**src/rtl/tlu_pkg.sv**
```systemverilog
package tlu_pkg;
  localparam int unsigned DATA_W  = 64;
  localparam int unsigned IDX_W   = 3;
  localparam int unsigned TT_W    = 1 << IDX_W;
  localparam int unsigned CARRY_W = 2;
endpackage

```
**src/rtl/tlu_bit_cell.sv**
```systemverilog
// One bit lane: the three operand bits select one truth-table entry.
module tlu_bit_cell #(
  parameter int unsigned IDX_W = tlu_pkg::IDX_W,
  localparam int unsigned TT_W = 1 << IDX_W
) (
  input  logic            a_bit,
  input  logic            b_bit,
  input  logic            c_bit,
  input  logic [TT_W-1:0] tt,
  output logic            y
);
  logic [IDX_W-1:0] sel;

  // b is the least significant index bit, a the middle, c the most significant
  always_comb begin
    sel = {c_bit, a_bit, b_bit};
    y   = tt[sel];
  end
endmodule

```
**src/rtl/tlu_array.sv**
```systemverilog
// Replicates the bit cell across the word; the lanes share only the truth table.
module tlu_array #(
  parameter int unsigned W    = tlu_pkg::DATA_W,
  parameter int unsigned TT_W = tlu_pkg::TT_W
) (
  input  logic [W-1:0]    opa,
  input  logic [W-1:0]    opb,
  input  logic [W-1:0]    opc,
  input  logic [TT_W-1:0] tt,
  output logic [W-1:0]    y
);
  localparam int unsigned IDX_W = $clog2(TT_W);

  for (genvar i = 0; i < W; i++) begin : g_lane
    tlu_bit_cell #(.IDX_W(IDX_W)) u_cell (
      .a_bit (opa[i]),
      .b_bit (opb[i]),
      .c_bit (opc[i]),
      .tt    (tt),
      .y     (y[i])
    );
  end
endmodule

```
**src/rtl/tlu_out_stage.sv**
```systemverilog
// Output register: loads on a valid input, otherwise holds its value.
module tlu_out_stage #(
  parameter int unsigned W = tlu_pkg::DATA_W
) (
  input  logic         clk,
  input  logic         rst,
  input  logic         ld,
  input  logic [W-1:0] d,
  output logic         q_vld,
  output logic [W-1:0] q
);
  always_ff @(posedge clk) begin
    if (rst) begin
      q_vld <= 1'b0;
      q     <= '0;
    end else begin
      q_vld <= ld;
      if (ld) q <= d;
    end
  end
endmodule

```
**src/rtl/tlu_top.sv**
```systemverilog
module tlu_top #(
  parameter int unsigned W       = tlu_pkg::DATA_W,
  parameter int unsigned TT_W    = tlu_pkg::TT_W,
  parameter int unsigned CARRY_W = tlu_pkg::CARRY_W
) (
  input  logic               clk,
  input  logic               rst,
  input  logic               in_vld,
  input  logic [W-1:0]       opa,
  input  logic [W-1:0]       opb,
  input  logic [W-1:0]       opc,
  input  logic [TT_W-1:0]    tt,
  output logic               res_vld,
  output logic [W-1:0]       res,
  output logic [CARRY_W-1:0] carry
);
  logic [W-1:0] comb_y;

  tlu_array #(.W(W), .TT_W(TT_W)) u_array (
    .opa (opa),
    .opb (opb),
    .opc (opc),
    .tt  (tt),
    .y   (comb_y)
  );

  tlu_out_stage #(.W(W)) u_out (
    .clk   (clk),
    .rst   (rst),
    .ld    (in_vld),
    .d     (comb_y),
    .q_vld (res_vld),
    .q     (res)
  );

  // Logic operations never produce a carry.
  assign carry = '0;
endmodule

```
**config.mk**
```make
export PLATFORM = sky130hd
export DESIGN_NAME = tlu_top
export DESIGN_NICKNAME = d
export VERILOG_FILES = /design/src/rtl/tlu_pkg.sv /design/src/rtl/tlu_bit_cell.sv /design/src/rtl/tlu_array.sv /design/src/rtl/tlu_out_stage.sv /design/src/rtl/tlu_top.sv
export SDC_FILE = /design/constraint.sdc
export NUM_CORES = 1
export LEC_CHECK = 0
export CORE_MARGIN = 10
export CORE_UTILIZATION = 55
export CTS_CLUSTER_DIAMETER = 200
export DETAILED_ROUTE_END_ITERATION = 8
export DONT_BUFFER_PORTS = 1
export HOLD_SLACK_MARGIN = 0.15
export PLACE_DENSITY = 0.7
export REMOVE_ABC_BUFFERS = 1
export SYNTH_ARGS = -nofsm -noshare
export SYNTH_HDL_FRONTEND = slang
export SYNTH_SLANG_ARGS = --single-unit
```
**constraint.sdc**
```tcl
create_clock -name clk -period 2.4 [get_ports clk]
set_clock_uncertainty 0.2 [all_clocks]
set_input_delay 0 -clock clk [delete_from_list [all_inputs] [get_ports clk]]
set_output_delay 0 -clock clk [all_outputs]
set_load 0.1 [all_outputs]
```
# ---- Word level (Yosys, flattened, before mapping)
# Index checks and enable logic that the tools add are counted.
dict set report word_totals {
  reg_bits 65
  inputBits 203
  out_inout_bits 67
  wordCells 194
}
dict set report classes {
  order_cmp 64
  mux 128
}
# cell n
set op_table {}
lappend op_table {{3-bit by 4-bit less-than comparator with 1-bit output, second input constant} 64}
lappend op_table {{1-bit binary-select mux with 3-bit select} 64}
lappend op_table {{1-bit two-way mux} 64}

# ---- Longest topological paths before layout
# Gate-level depths: netlist (run 1).
dict set report logic_depth {
  word_depth 2
  ltp_mapped 5
}

# ---- Hierarchy
# Synthesis (run 1) repeated with hierarchy kept, for this count alone.
dict set report unflattened {
  cells_unflattened 403
  area_unflattened_um2 6413.7
}
# mod n_inst cells_per_inst area_each_um2
set modules_own_cells {}
lappend modules_own_cells {tlu_bit_cell 64 3 63.8}
lappend modules_own_cells {tlu_out_stage 1 208 2311.0}
lappend modules_own_cells {tlu_top 1 3 18.8}

# ---- Worst setup path before layout (run 1)
# No wires, ideal clock.
dict set report synth_timing {
  kind {reg-to-reg}
  from {register, netlist name u_out.q[62]}
  to {register u_out.q[62]}
  arrival_time_ns 1.260
  slack_ns 0.861
  stages_incl_launch_ff 3
  synth_period_minus_slack_ns 1.539
  cell_sequence {dfxtp_1 nor2_1 a211oi_2}
}
# element line_no
set synth_lines {}
lappend synth_lines {{to (signal assigned)} tlu_out_stage.sv:15} ;# q <= '0;
lappend synth_lines {{to (signal assigned)} tlu_out_stage.sv:18} ;# if (ld) q <= d;
lappend synth_lines {{to (decl)} tlu_out_stage.sv:10} ;# output logic [W-1:0] q

==> summary.txt, run 1 <==
Outcome
  – Status: finished, final reports clean

Power and ir drop
  – P_leak: 3.739 nW
  – VDD IR max: approximately 0.36 mV
  – Power Dens Cells: between 500 and 600 nW/um2

STA
  – Post-route clock period utilization: between 90% and 100%
  – Slew margin rel.: between 30% and 40%
  – Final WS setup: approximately 0.07 ns
  – Worst Tran Pin Value: approximately 0.94 ns
  – Fmax: 429.1 MHz
  – Max-slew violations: 0
  – RSZ-0062 raised after global routing: no
  – Endpoints failing hold: 0
  – Setup total negative slack: 0 ns
  – Min Tclk post-route: 2.331 ns
  – Final setup fails: 0

Critical path
  – Crit Path Class: flop to flop
  – Worst path slowest cell: dlygate4sd3_1
  – CP required: between 2 and 2.5 ns
  – Max incr delay on CP: between 0.5 and 0.6 ns
  – Crit path cell chain: buf_4 -> nor2_1 -> a211oi_2 -> dlygate4sd3_1 -> dlygate4sd3_1
  – Worst setup EP type: flop
  – Most used cell, CP: dlygate4sd3_1
  – Worst setup SP type: flop
  – Crit-path max FO: 2
  – Critical Path AT: 2.40 ns
  – R2R Setup Slk: roughly 0.069 ns

Route
  – Routed len/inst: roughly 27 um
  – WL final: between 20 and 25 mm
  – Antenna Nets Post-Route: 0
  – Remaining routing DRC violations: 0
  – Drt pass-1 iters: 5
  – Starting DRC count in detailed routing: 320
  – Vias per Instance: around 6.6
  – DR vias: 5700

Die
  – Die width: about 130 um
  – Initial Util: 56.72%
  – FP Rows: 41
  – Die height: ~130 um
  – Core region area: 12770 um2
  – I/O pin count: between 200 and 300
  – DIE AREA: between 15000 and 20000 um2

Clock network
  – Total CTS buffers: 9
  – H-tree depth: 3
  – TritonCTS clock tree: yes
  – Post CTS Setup Buffer Count: 0
  – Clk Tree Root Cell: clkbuf_16
  – CTS max path bufs: 2
  – CTS Sinks: 65
  – Worst-skew pair later-pin latency: 0.33 ns
  – Reg clk slew, reported paths: 0.06 ns

Yosys
  – Synth Instances: ~660
  – Avg Inst Size Synth: ~11 um2
  – Count of cell types in the netlist: 13
  – Synth Register Bits: 65
  – Post-synthesis sequential area ratio: ~18%
  – Mapped Area: between 7000 and 8000 um2
  – Yosys warns: 0

GRT
  – Gr usage total: ~25%
  – Vias in the first global route: between 6000 and 7000
  – Global-route wire length before repair: between 30 and 40 mm
  – Initial antenna violation count: 0
  – Largest net degree at the start of global routing: between 90 and 100
  – Gr ovfl total: 0

Placed design
  – Hpwl dp: ~14 mm
  – Post-place setup slack: roughly 1.2 ns
  – Port Buf Inserts: 0
  – Placer Congestion: 0.8005
  – Dpl cells: between 700 and 800

Worst hold path
  – Worst min path class: input port to flop

Finish
  – Area delta synth->final: 15.08%
  – FILL cells: approximately 940
  – Most common cell after layout, fill and taps aside: mux2i_1
  – Final nets: 887
  – Share of layout cells above drive strength 1: a little under a third
  – FF+latch area: about 1300 um2
  – Area occupied by multi-input gates: between 5000 and 6000 um2
  – Final core utilization: 65.28%
  – Ant. Diodes: 0
  – Finished Layout Cells: between 800 and 900
  – Most frequent cells in the layout: mux2i_1 (256), dlygate4sd3_1 (91), dfxtp_1 (65)

Run
  – Max cap viols: 0
[final timing paths]
path / from / end / cells after the start
worst min-delay path: in_vld / u_out.q[5]$_SDFFE_PP0P_ / 3
worst min register to register: u_out.q[7]$_SDFFE_PP0P_ / u_out.q[7]$_SDFFE_PP0P_ / 3
worst max-delay path: u_out.q[37]$_SDFFE_PP0P_ / u_out.q[37]$_SDFFE_PP0P_ / 5
worst max register to register: u_out.q[37]$_SDFFE_PP0P_ / u_out.q[37]$_SDFFE_PP0P_ / 5
[layer usage]
metal	vias to the layer above	GRT usage, %	part of all wire (%)
li1	2481	-	-
met3	42	7.641	11
met5	-	0	0
met4	0	10.10	2.9
met1	2846	28.01	37
met2	331	42.80	50
[flip-flops by register name, indices dropped and copies added, names as in the netlist]
name and count:
u_out.q_vld 1, u_out.q 64
[logic make-up after synthesis]
kind of cell	count (synthesis)	share of synthesized area, %
flops	65	17.96
compound gates	64	11.05
simple gates	65	3.402
other cells	1	0.05175
buf+inv	143	12.28
mux	320	55.26
[final cells by class]
cell class / instances / area share [%]
clock inverters: 2 / 0.4202
clock buffers: 14 / 3.286
repair buffers: 157 / 17.44
multi-input cells: 451 / 60.67
flip-flops and latches: 65 / 15.61
well taps: 172 / 2.581
[metrics by stage]
stage | hold slack (ns) | cell area (um2) | total power, mW
finish | 0.2547 | 8338 | 4.404
global route | 0.2646 | 8338 | 4.573
CTS | 0.2467 | 8330 | 4.403
detailed placement | -0.1192 | 7056 | 2.792
global placement | -0.1212 | 7056 | 2.757
floorplan | -0.1354 | 6360 | 2.563
[where the power goes]
part	switching, mW	internal, mW	total [mW]
clock	0.505	0.889	1.39
sequential	0.0395	1.17	1.21
combinational	1.02	0.775	1.80
total	1.57	2.84	4.40
[worst max-delay path: cells and delay by family (launching register included)]
kind / cells / cell delay, ns
buf+inv: 3 / 1.43
simple gates: 1 / 0.12
flops: 1 / 0.31
compound gates: 1 / 0.20
[Yosys cell counts]
master,n,area [um2]
buf_6,13,146.4
conb_1,1,3.750
mux4_2,64,1441
dfxtp_1,65,1301
clkbuf_2,64,320.3
nor2b_1,1,6.260
buf_4,44,330.3
buf_1,5,18.77
clkbuf_8,1,13.76
clkbuf_1,16,60.06
nor2_1,64,240.2
mux2i_1,256,2562
a211oi_2,64,800.8
[what timing repair did]
item,in CTS,in global routing
endpoints found under the setup margin,0,2
hold buffers,93,0
gates resized for setup,0,2
endpoints found under the hold margin,65,0
(Power assumes the default switching activity.)
==> inputs of run 2 (changes only) <==
Settings changed: CORE_ASPECT_RATIO from default to 1.1.
==> summary.txt, run 2 (synthesis results as in run 1) <==
Outcome
  – Status: finished, final reports clean

Finish
  – Most frequent cells in the layout: mux2i_1 (256), dlygate4sd3_1 (90), dfxtp_1 (65)
  – Ant. Diodes: 0
  – Area delta synth->final: 14.57%
  – Finished Layout Cells: 845
  – Most common cell after layout, fill and taps aside: mux2i_1
  – Top flop regs: u_out.q x64, u_out.q_vld x1
  – Final nets: between 800 and 900
  – Biggest register: u_out.q
  – Share of layout cells above drive strength 1: 30.23%
  – Final core utilization: approximately 65%
  – Number of flip-flops in the largest register: 64

Critical path
  – Max incr delay on CP: slightly below 0.6 ns
  – Worst setup EP type: flop
  – Critical Path AT: roughly 2.4 ns
  – Delay-heaviest family, CP: buffers and inverters
  – Most used cell, CP: dlygate4sd3_1
  – Crit Path Class: flop to flop
  – CP required: ~2.5 ns
  – Worst path slowest cell: dlygate4sd3_1
  – Worst setup SP type: flop
  – R2R Setup Slk: roughly 0.086 ns
  – Crit-path max FO: 2
  – Crit path cell chain: buf_4 -> nor2_1 -> a211oi_2 -> dlygate4sd3_1 -> dlygate4sd3_1
  – Critical path buffer and inverter count: 3

Power and ir drop
  – Clock network fraction of total power: 31.5%
  – Reg power frac: 27.6%
  – Switch share: a little over a third
  – Power Dens Cells: 528.3 nW/um2
  – Int Power: ~2.8 mW
  – VDD IR max: between 0.2 and 0.3 mV
  – Logic pwr share: 40.9%
  – P_leak: 3.732 nW
  – P_sw: about 1.6 mW

Clock network
  – Post CTS Setup Buffer Count: 0
  – H-tree depth: 3
  – CTS Sinks: 65
  – Worst-skew pair later-pin latency: roughly 0.33 ns
  – Clk Tree Root Cell: clkbuf_16
  – CTS max path bufs: 2
  – TritonCTS clock tree: yes
  – Total CTS buffers: 9
  – Reg clk slew, reported paths: roughly 0.060 ns

STA
  – Final WS setup: roughly 0.086 ns
  – Slew margin rel.: between 30% and 40%
  – Post-route clock period utilization: a little over nine tenths
  – Fmax: between 400 and 500 MHz
  – Endpoints failing hold: 0
  – RSZ-0062 raised after global routing: no
  – Final setup fails: 0
  – Setup total negative slack: 0 ns
  – Max-slew violations: 0
  – Worst Tran Pin Value: about 0.94 ns
  – Min Tclk post-route: between 2 and 2.5 ns

Die
  – Die height: ~140 um
  – Core region area: around 13000 um2
  – DIE AREA: around 18000 um2
  – FP Rows: 43
  – Initial Util: a little under three fifths
  – Die width: approximately 130 um
  – I/O pin count: 270

Route
  – DR vias: about 5700
  – Vias per Instance: approximately 6.7
  – Antenna Nets Post-Route: 0
  – Drt pass-1 iters: 4
  – WL final: around 23 mm
  – Routed len/inst: between 20 and 30 um
  – Starting DRC count in detailed routing: about 360
  – Remaining routing DRC violations: 0

GRT
  – Gr usage total: 24.33%
  – Global-route wire length before repair: 34.80 mm
  – Vias in the first global route: 6184
  – Gr ovfl total: 0
  – Largest net degree at the start of global routing: 91
  – Initial antenna violation count: 0

Placed design
  – Dpl cells: 737
  – Port Buf Inserts: 0
  – Placer Congestion: about 0.76
  – Post-place setup slack: approximately 1.2 ns
  – Hpwl dp: between 10 and 15 mm

Run
  – Max cap viols: 0

Worst hold path
  – Worst min path class: input port to flop
run 2: path summary, 6_finish.rpt:
kind / cells past startpoint / start / end
max reg2reg: 5 / u_out.q[19]$_SDFFE_PP0P_ / u_out.q[19]$_SDFFE_PP0P_
max: 5 / u_out.q[19]$_SDFFE_PP0P_ / u_out.q[19]$_SDFFE_PP0P_
min: 3 / in_vld / u_out.q[3]$_SDFFE_PP0P_
min reg2reg: 3 / u_out.q[37]$_SDFFE_PP0P_ / u_out.q[37]$_SDFFE_PP0P_
run 2: what timing repair did:
item	in CTS	in global routing
hold endpoints to repair	65	0
gates resized for setup	0	0
hold buffers	92	0
run 2: through the flow:
| step | hold WS (ns) | area (um2) | power, mW |
|---|---|---|---|
| 2_1_floorplan | -0.1354 | 6360 | 2.563 |
| 3_3_place_gp | -0.1226 | 7037 | 2.759 |
| 3_5_place_dp | -0.1198 | 7037 | 2.799 |
| 4_1_cts | 0.2362 | 8302 | 4.412 |
| 5_1_grt | 0.2677 | 8302 | 4.560 |
| 6_report | 0.2763 | 8302 | 4.386 |
run 2: final cells by class:
class	count	area (um2)
repair buffers	156	1436
multi-input cells	451	5059
fillers	996	4449
flip-flops and latches	65	1301
clock inverters	2	35.03
clock buffers	14	274.0
well taps	157	196.4
run 2: metal layers:
metal	GRT usage [%]	vias to the layer above	share of wire [%]
met1	26.45	2838	36
met3	9.362	58	11
met2	40.59	281	50
met4	11.61	0	3.5
li1	-	2478	-
met5	0	-	0
run 2: worst register-to-register path: stages (launching register included):
cell and delay, ns:
dfxtp_1 0.32, buf_4 0.30, nor2_1 0.10, a211oi_2 0.20
dlygate4sd3_1 0.58, dlygate4sd3_1 0.55
run 2: power groups by stage:
stage | clock (mW) | sequential [mW] | combinational, mW
final | 1.38 | 1.21 | 1.79
after global placement | 0 | 1.23 | 1.53
after CTS | 1.42 | 1.21 | 1.79
after floorplan | 0 | 1.90 | 0.662
after global routing | 1.47 | 1.22 | 1.88
after detailed placement | 0 | 1.23 | 1.57
